`src/rtl/gpio_port_pkg.sv`:
```
package gpio_port_pkg;

  localparam int BUS_W  = 8;
  localparam int ADDR_W = 2;

  typedef enum logic [ADDR_W-1:0] {
    LOC_DATA   = 2'd0,
    LOC_SETPIN = 2'd1,
    LOC_CLR    = 2'd2,
    LOC_NONE   = 2'd3
  } gpio_loc_e;

  typedef struct packed {
    logic load;
    logic set;
    logic clr;
  } gpio_wr_t;

endpackage

```
`src/rtl/gpio_rst_sync.sv`:
```
module gpio_rst_sync (
  input  logic clk,
  input  logic rst_n,
  output logic rst_q_n
);

  logic stage1_q;
  logic stage2_q;

  always_ff @(posedge clk or negedge rst_n) begin
    if (!rst_n) begin
      stage1_q <= 1'b0;
      stage2_q <= 1'b0;
    end else begin
      stage1_q <= 1'b1;
      stage2_q <= stage1_q;
    end
  end

  assign rst_q_n = stage2_q;

  a_r1_release_order: assert property (@(posedge clk) disable iff (!rst_n)
    $rose(stage2_q) |-> $past(stage1_q));

endmodule

```
`src/rtl/gpio_pin_sync.sv`:
```
module gpio_pin_sync #(
  parameter int PORT_W = 8
) (
  input  logic              clk,
  input  logic              rst_n,
  input  logic [PORT_W-1:0] pin_i,
  output logic [PORT_W-1:0] pin_sync_o
);

  logic [PORT_W-1:0] meta_q;
  logic [PORT_W-1:0] sync_q;

  always_ff @(posedge clk or negedge rst_n) begin
    if (!rst_n) begin
      meta_q <= '0;
      sync_q <= '0;
    end else begin
      meta_q <= pin_i;
      sync_q <= meta_q;
    end
  end

  assign pin_sync_o = sync_q;

  a_r6_second_stage: assert property (@(posedge clk) disable iff (!rst_n)
    $past(rst_n) |-> (sync_q == $past(meta_q)));

endmodule

```
`src/rtl/gpio_wr_decode.sv`:
```
module gpio_wr_decode
  import gpio_port_pkg::*;
(
  input  logic [ADDR_W-1:0] addr_i,
  input  logic              wr_en_i,
  output gpio_wr_t          wr_o
);

  always_comb begin
    wr_o = '0;
    if (wr_en_i) begin
      unique case (gpio_loc_e'(addr_i))
        LOC_DATA:   wr_o.load = 1'b1;
        LOC_SETPIN: wr_o.set  = 1'b1;
        LOC_CLR:    wr_o.clr  = 1'b1;
        default:    wr_o      = '0;
      endcase
    end
  end

  always_comb begin
    a_r9_one_path: assert ($onehot0({wr_o.load, wr_o.set, wr_o.clr}));
  end

endmodule

```
`src/rtl/gpio_out_reg.sv`:
```
module gpio_out_reg
  import gpio_port_pkg::*;
#(
  parameter int PORT_W = 8
) (
  input  logic              clk,
  input  logic              rst_n,
  input  gpio_wr_t          wr_i,
  input  logic [PORT_W-1:0] wdata_i,
  output logic [PORT_W-1:0] data_o
);

  logic [PORT_W-1:0] data_q;
  logic [PORT_W-1:0] data_d;
  logic              data_en;

  always_comb begin
    data_d  = data_q;
    data_en = 1'b0;
    if (wr_i.load) begin
      data_d  = wdata_i;
      data_en = 1'b1;
    end else if (wr_i.set) begin
      data_d  = data_q | wdata_i;
      data_en = 1'b1;
    end else if (wr_i.clr) begin
      data_d  = data_q & wdata_i;
      data_en = 1'b1;
    end
  end

  always_ff @(posedge clk or negedge rst_n) begin
    if (!rst_n) begin
      data_q <= '0;
    end else if (data_en) begin
      data_q <= data_d;
    end
  end

  assign data_o = data_q;

  a_r2_load: assert property (@(posedge clk) disable iff (!rst_n)
    wr_i.load |=> (data_q == $past(wdata_i)));

  a_r3_set_ones: assert property (@(posedge clk) disable iff (!rst_n)
    wr_i.set |=> (((data_q & $past(wdata_i)) == $past(wdata_i)) &&
                  ((data_q & ~$past(wdata_i)) == ($past(data_q) & ~$past(wdata_i)))));

  a_r4_clear_zeros: assert property (@(posedge clk) disable iff (!rst_n)
    wr_i.clr |=> (((data_q & ~$past(wdata_i)) == '0) &&
                  ((data_q & $past(wdata_i)) == ($past(data_q) & $past(wdata_i)))));

  a_r9_hold: assert property (@(posedge clk) disable iff (!rst_n)
    !(wr_i.load || wr_i.set || wr_i.clr) |=> $stable(data_q));

endmodule

```
`src/rtl/gpio_port_data.sv`:
```
module gpio_port_data
  import gpio_port_pkg::*;
#(
  parameter int PORT_W = 8
) (
  input  logic              clk,
  input  logic              rst_n,
  input  logic [1:0]        addr_i,
  input  logic              wr_en_i,
  input  logic [7:0]        wdata_i,
  output logic [7:0]        rdata_o,
  input  logic [PORT_W-1:0] pin_i,
  output logic [PORT_W-1:0] data_o
);

  logic              rst_q_n;
  gpio_wr_t          wr;
  logic [PORT_W-1:0] pin_sync;
  logic [PORT_W-1:0] data_q;
  logic [PORT_W-1:0] rd_field;

  gpio_rst_sync u_rst_sync (
    .clk     (clk),
    .rst_n   (rst_n),
    .rst_q_n (rst_q_n)
  );

  gpio_wr_decode u_decode (
    .addr_i  (addr_i),
    .wr_en_i (wr_en_i),
    .wr_o    (wr)
  );

  gpio_pin_sync #(.PORT_W(PORT_W)) u_pin_sync (
    .clk        (clk),
    .rst_n      (rst_q_n),
    .pin_i      (pin_i),
    .pin_sync_o (pin_sync)
  );

  gpio_out_reg #(.PORT_W(PORT_W)) u_out_reg (
    .clk     (clk),
    .rst_n   (rst_q_n),
    .wr_i    (wr),
    .wdata_i (wdata_i[PORT_W-1:0]),
    .data_o  (data_q)
  );

  always_comb begin
    unique case (gpio_loc_e'(addr_i))
      LOC_DATA:   rd_field = data_q;
      LOC_SETPIN: rd_field = pin_sync;
      default:    rd_field = '0;
    endcase
  end

  always_comb begin
    rdata_o             = '0;
    rdata_o[PORT_W-1:0] = rd_field;
  end

  assign data_o = data_q;

  a_r5_clear_reads_zero: assert property (@(posedge clk) disable iff (!rst_q_n)
    (addr_i == 2'd2) |-> (rdata_o == 8'h00));

  a_r8_data_readback: assert property (@(posedge clk) disable iff (!rst_q_n)
    (addr_i == 2'd0) |-> (rdata_o[PORT_W-1:0] == data_o));

  always_comb begin
    if (PORT_W < 8) begin
      a_r7_reserved_zero: assert ((rdata_o >> PORT_W) == 8'h00);
    end
  end

endmodule

```
`config.mk`:
```
export PLATFORM = sky130hd
export DESIGN_NAME = gpio_port_data
export DESIGN_NICKNAME = d
export VERILOG_FILES = /design/src/rtl/gpio_port_pkg.sv /design/src/rtl/gpio_rst_sync.sv /design/src/rtl/gpio_pin_sync.sv /design/src/rtl/gpio_wr_decode.sv /design/src/rtl/gpio_out_reg.sv /design/src/rtl/gpio_port_data.sv
export SDC_FILE = /design/constraint.sdc
export NUM_CORES = 1
export LEC_CHECK = 0
export CAP_MARGIN = 10
export CELL_PAD_IN_SITES_DETAIL_PLACEMENT = 0
export CELL_PAD_IN_SITES_GLOBAL_PLACEMENT = 1
export CORE_AREA = 10 10 70 72
export DETAILED_ROUTE_END_ITERATION = 7
export DIE_AREA = 0 0 80 82
export PLACE_DENSITY = 0.75
export SYNTH_ARGS = -nofsm -noshare
export SYNTH_HDL_FRONTEND = slang
export SYNTH_SLANG_ARGS = --single-unit
```
`constraint.sdc`:
```
create_clock -name clk -period 0.99 [get_ports clk]
set_clock_uncertainty 0.2 [all_clocks]
set_input_delay 0.099 -clock clk [delete_from_list [all_inputs] [get_ports clk]]
set_output_delay 0.099 -clock clk [all_outputs]
set_load 0.01 [all_outputs]
```
==> metrics.cfg <==
[timing]
fin_tns_setup_ps=-6110
finalCritPeriodShare=1.39
rsz0062_at_grt=true
finalMaxSlewViolations=0
max_freq_mhz=727
finalHoldViolCount=0
setup_violations=24
setup_ws_ps=-386
hold_slack_ps=9.02
period_minus_slack_ps=1380

[finish]
nets=158
final_util=0.465
final_area_sq_um=1670
drive_gt1_frac=0.437
syn_to_final_growth_pct=79.6
antenna_cells=0

[power_and_ir_drop]
p_leak_nw=0.798
power_density_nw_per_um2=1340
p_total_w=0.00224
peakVddDrop_uv=698

[clock_network]
cts_tree=yes
path_clk_slew_ps=120
cts_buffer_depth=2
cts_hold_buf=1
clk-insertion-delay-late_ps=310
cts_made_buffers=3
clock-sinks=26
h-tree-depth=1
clock-root-buffer=clkbuf_4

[worst_setup_path]
r2r_end=u_out_reg.data_o[3]
required_ps=690
cp-startpoint=u_out_reg.data_o[3]
cp_max_fo=2
worst-setup-path-type=reg -> out
endpoint_kind=output port
arrival_ps=1080
worstSetupEndpoint=data_o[3]
r2r_start=u_out_reg.data_o[3]
critPathLaunchType=flop
r2r_cells=6
r2r_slack_ps=-340

[die]
die_y_um=82
rows=22
dieArea_sq_um=6560
io_pins=37
initial_core_util=0.259
core_area_sq_um=3580
die_w_um=80

[yosys]
synth.ff_latch_count=26
yosysUniqueCellTypes=10
synthTopCellsByCount=dfrtp_1, nor2_1, mux2i_1
synth_warnings=0
yosysTopAreaCell=dfrtp_1
synth_area_leaders=dfrtp_1, nor2_1, mux2i_1
avgSynthCellArea_sq_um=12.7
synth_most_common_cell=dfrtp_1
synthesis.area_sq_um=927
yosysSeqAreaShare=0.702
syn_nets=94
synth-async-reset-ratio=1.00
synth_top_area_share=0.702
synth_ff_type=dfrtp_1
synthCells=73
synth_edf_count=0

[detailed_routing]
antenna_left=0
route.detailed.drc=0
drtPass1Iterations=3
via_per_inst=4.02
wl_per_cell_um=14.2
num_vias=736
drt_iter0_markers=23
wl_mm=2.61

[global_route]
antenna_found_initial=0
grt_usage=0.0818
grt_start_max_net_pins=25
grt_pass1_wl_mm=4.16
overflow=0
grt_pass1_vias=856

[outcome]
failed_checks=setup timing
status=complete, but fails checks

[placed_design]
dp_hpwl_mm=1.73
gp_congestion=0.736
dpl_cell_area_sq_um=1440
io_buffers=36

[hold_path]
hold_class=reg -> async

[job]
maxCapViolations=0

placed cells by master, fill, tap and decap left out, drive strengths merged:
| master | n |
|---|---|
| buf | 41 |
| dfrtp | 26 |
| nor2 | 24 |
| clkdlybuf4s50 | 17 |
| mux2i | 8 |
| a21oi | 8 |
| clkbuf | 3 |
| clkdlybuf4s15 | 2 |
| nor2b | 1 |
| nand2b | 1 |
| bufbuf | 1 |
| dlygate4sd3 | 1 |
| dlygate4sd2 | 1 |
| conb | 1 |
cell families (layout without fill, tap and decap cells):
kind of cell           after synthesis  count (layout)  share of synthesized area
and+or+nand+nor                     26              26                      0.119
muxes                                8               8                     0.0864
AOI/OAI and AO/OA                    8               8                     0.0472
buffers and inverters                4              66                     0.0418
DFF                                 26              26                      0.702
other                                1               1                    0.00404
worst min-delay path by stage:
stage	from	endpoint	slack [ps]	cells after the start
after floorplan	rst_n	u_rst_sync.rst_q_n	-400	0
after global placement	u_rst_sync.rst_q_n	u_pin_sync.meta_q[1]	4	1
after detailed placement	u_rst_sync.rst_q_n	u_pin_sync.meta_q[3]	5	1
after CTS	pin_i[0]	u_pin_sync.meta_q[0]	-7	1
after global routing	pin_i[1]	u_pin_sync.meta_q[1]	-20	1
final	u_rst_sync.rst_q_n	u_out_reg.data_o[7]	9	1
repair_timing:
| action | 4_1_cts | 5_1_grt |
|---|---|---|
| setup buffers | 6 | 8 |
| resized for setup | 99 | 14 |
| cloned | 1 | 0 |
| setup endpoints to repair | 24 | 24 |
| pin swaps | 11 | 15 |
| endpoints found under the hold margin | 6 | 6 |
through the flow:
stage / std cells / setup WS [ps]
floorplan: 73 / 13.7
global placement: 167 / -825
detailed placement: 167 / -822
CTS: 178 / -374
global route: 183 / -464
finish: 183 / -386
layer usage:
| layer | part of all wire | track usage |
|---|---|---|
| met4 | 0.011 | 0.0317 |
| met5 | 0 | 0 |
| met3 | 0.13 | 0.0491 |
| met2 | 0.45 | 0.124 |
| met1 | 0.40 | 0.0928 |
flip-flops by register name (all words and copies together), names as in the netlist:
register / cells
u_out_reg.data_o: 8
u_rst_sync.rst_q_n: 1
u_rst_sync.stage1_q: 1
u_pin_sync.meta_q: 8
u_pin_sync.pin_sync_o: 8
layout make-up:
cell class / count / area (sq um)
timing repair buffer: 63 / 653
sequential: 26 / 651
multi-input combinational: 43 / 279
tap: 48 / 60.1
fill: 342 / 1910
clock buffer: 3 / 22.5
worst max-delay path, stage by stage (launching register included):
cell     delay [ps]
dfrtp_1         410
buf_4           140
buf_6           110
buf_6           110
where the power goes:
| group | internal (W) | leakage (nW) | switching [W] |
|---|---|---|---|
| combinational | 0.000402 | 0.472 | 0.000242 |
| clock | 0.000142 | 0.0138 | 0.000281 |
| sequential | 0.00114 | 0.312 | 0.0000363 |
| total | 0.00168 | 0.798 | 0.000560 |
Power figures use the tool's default switching activity.
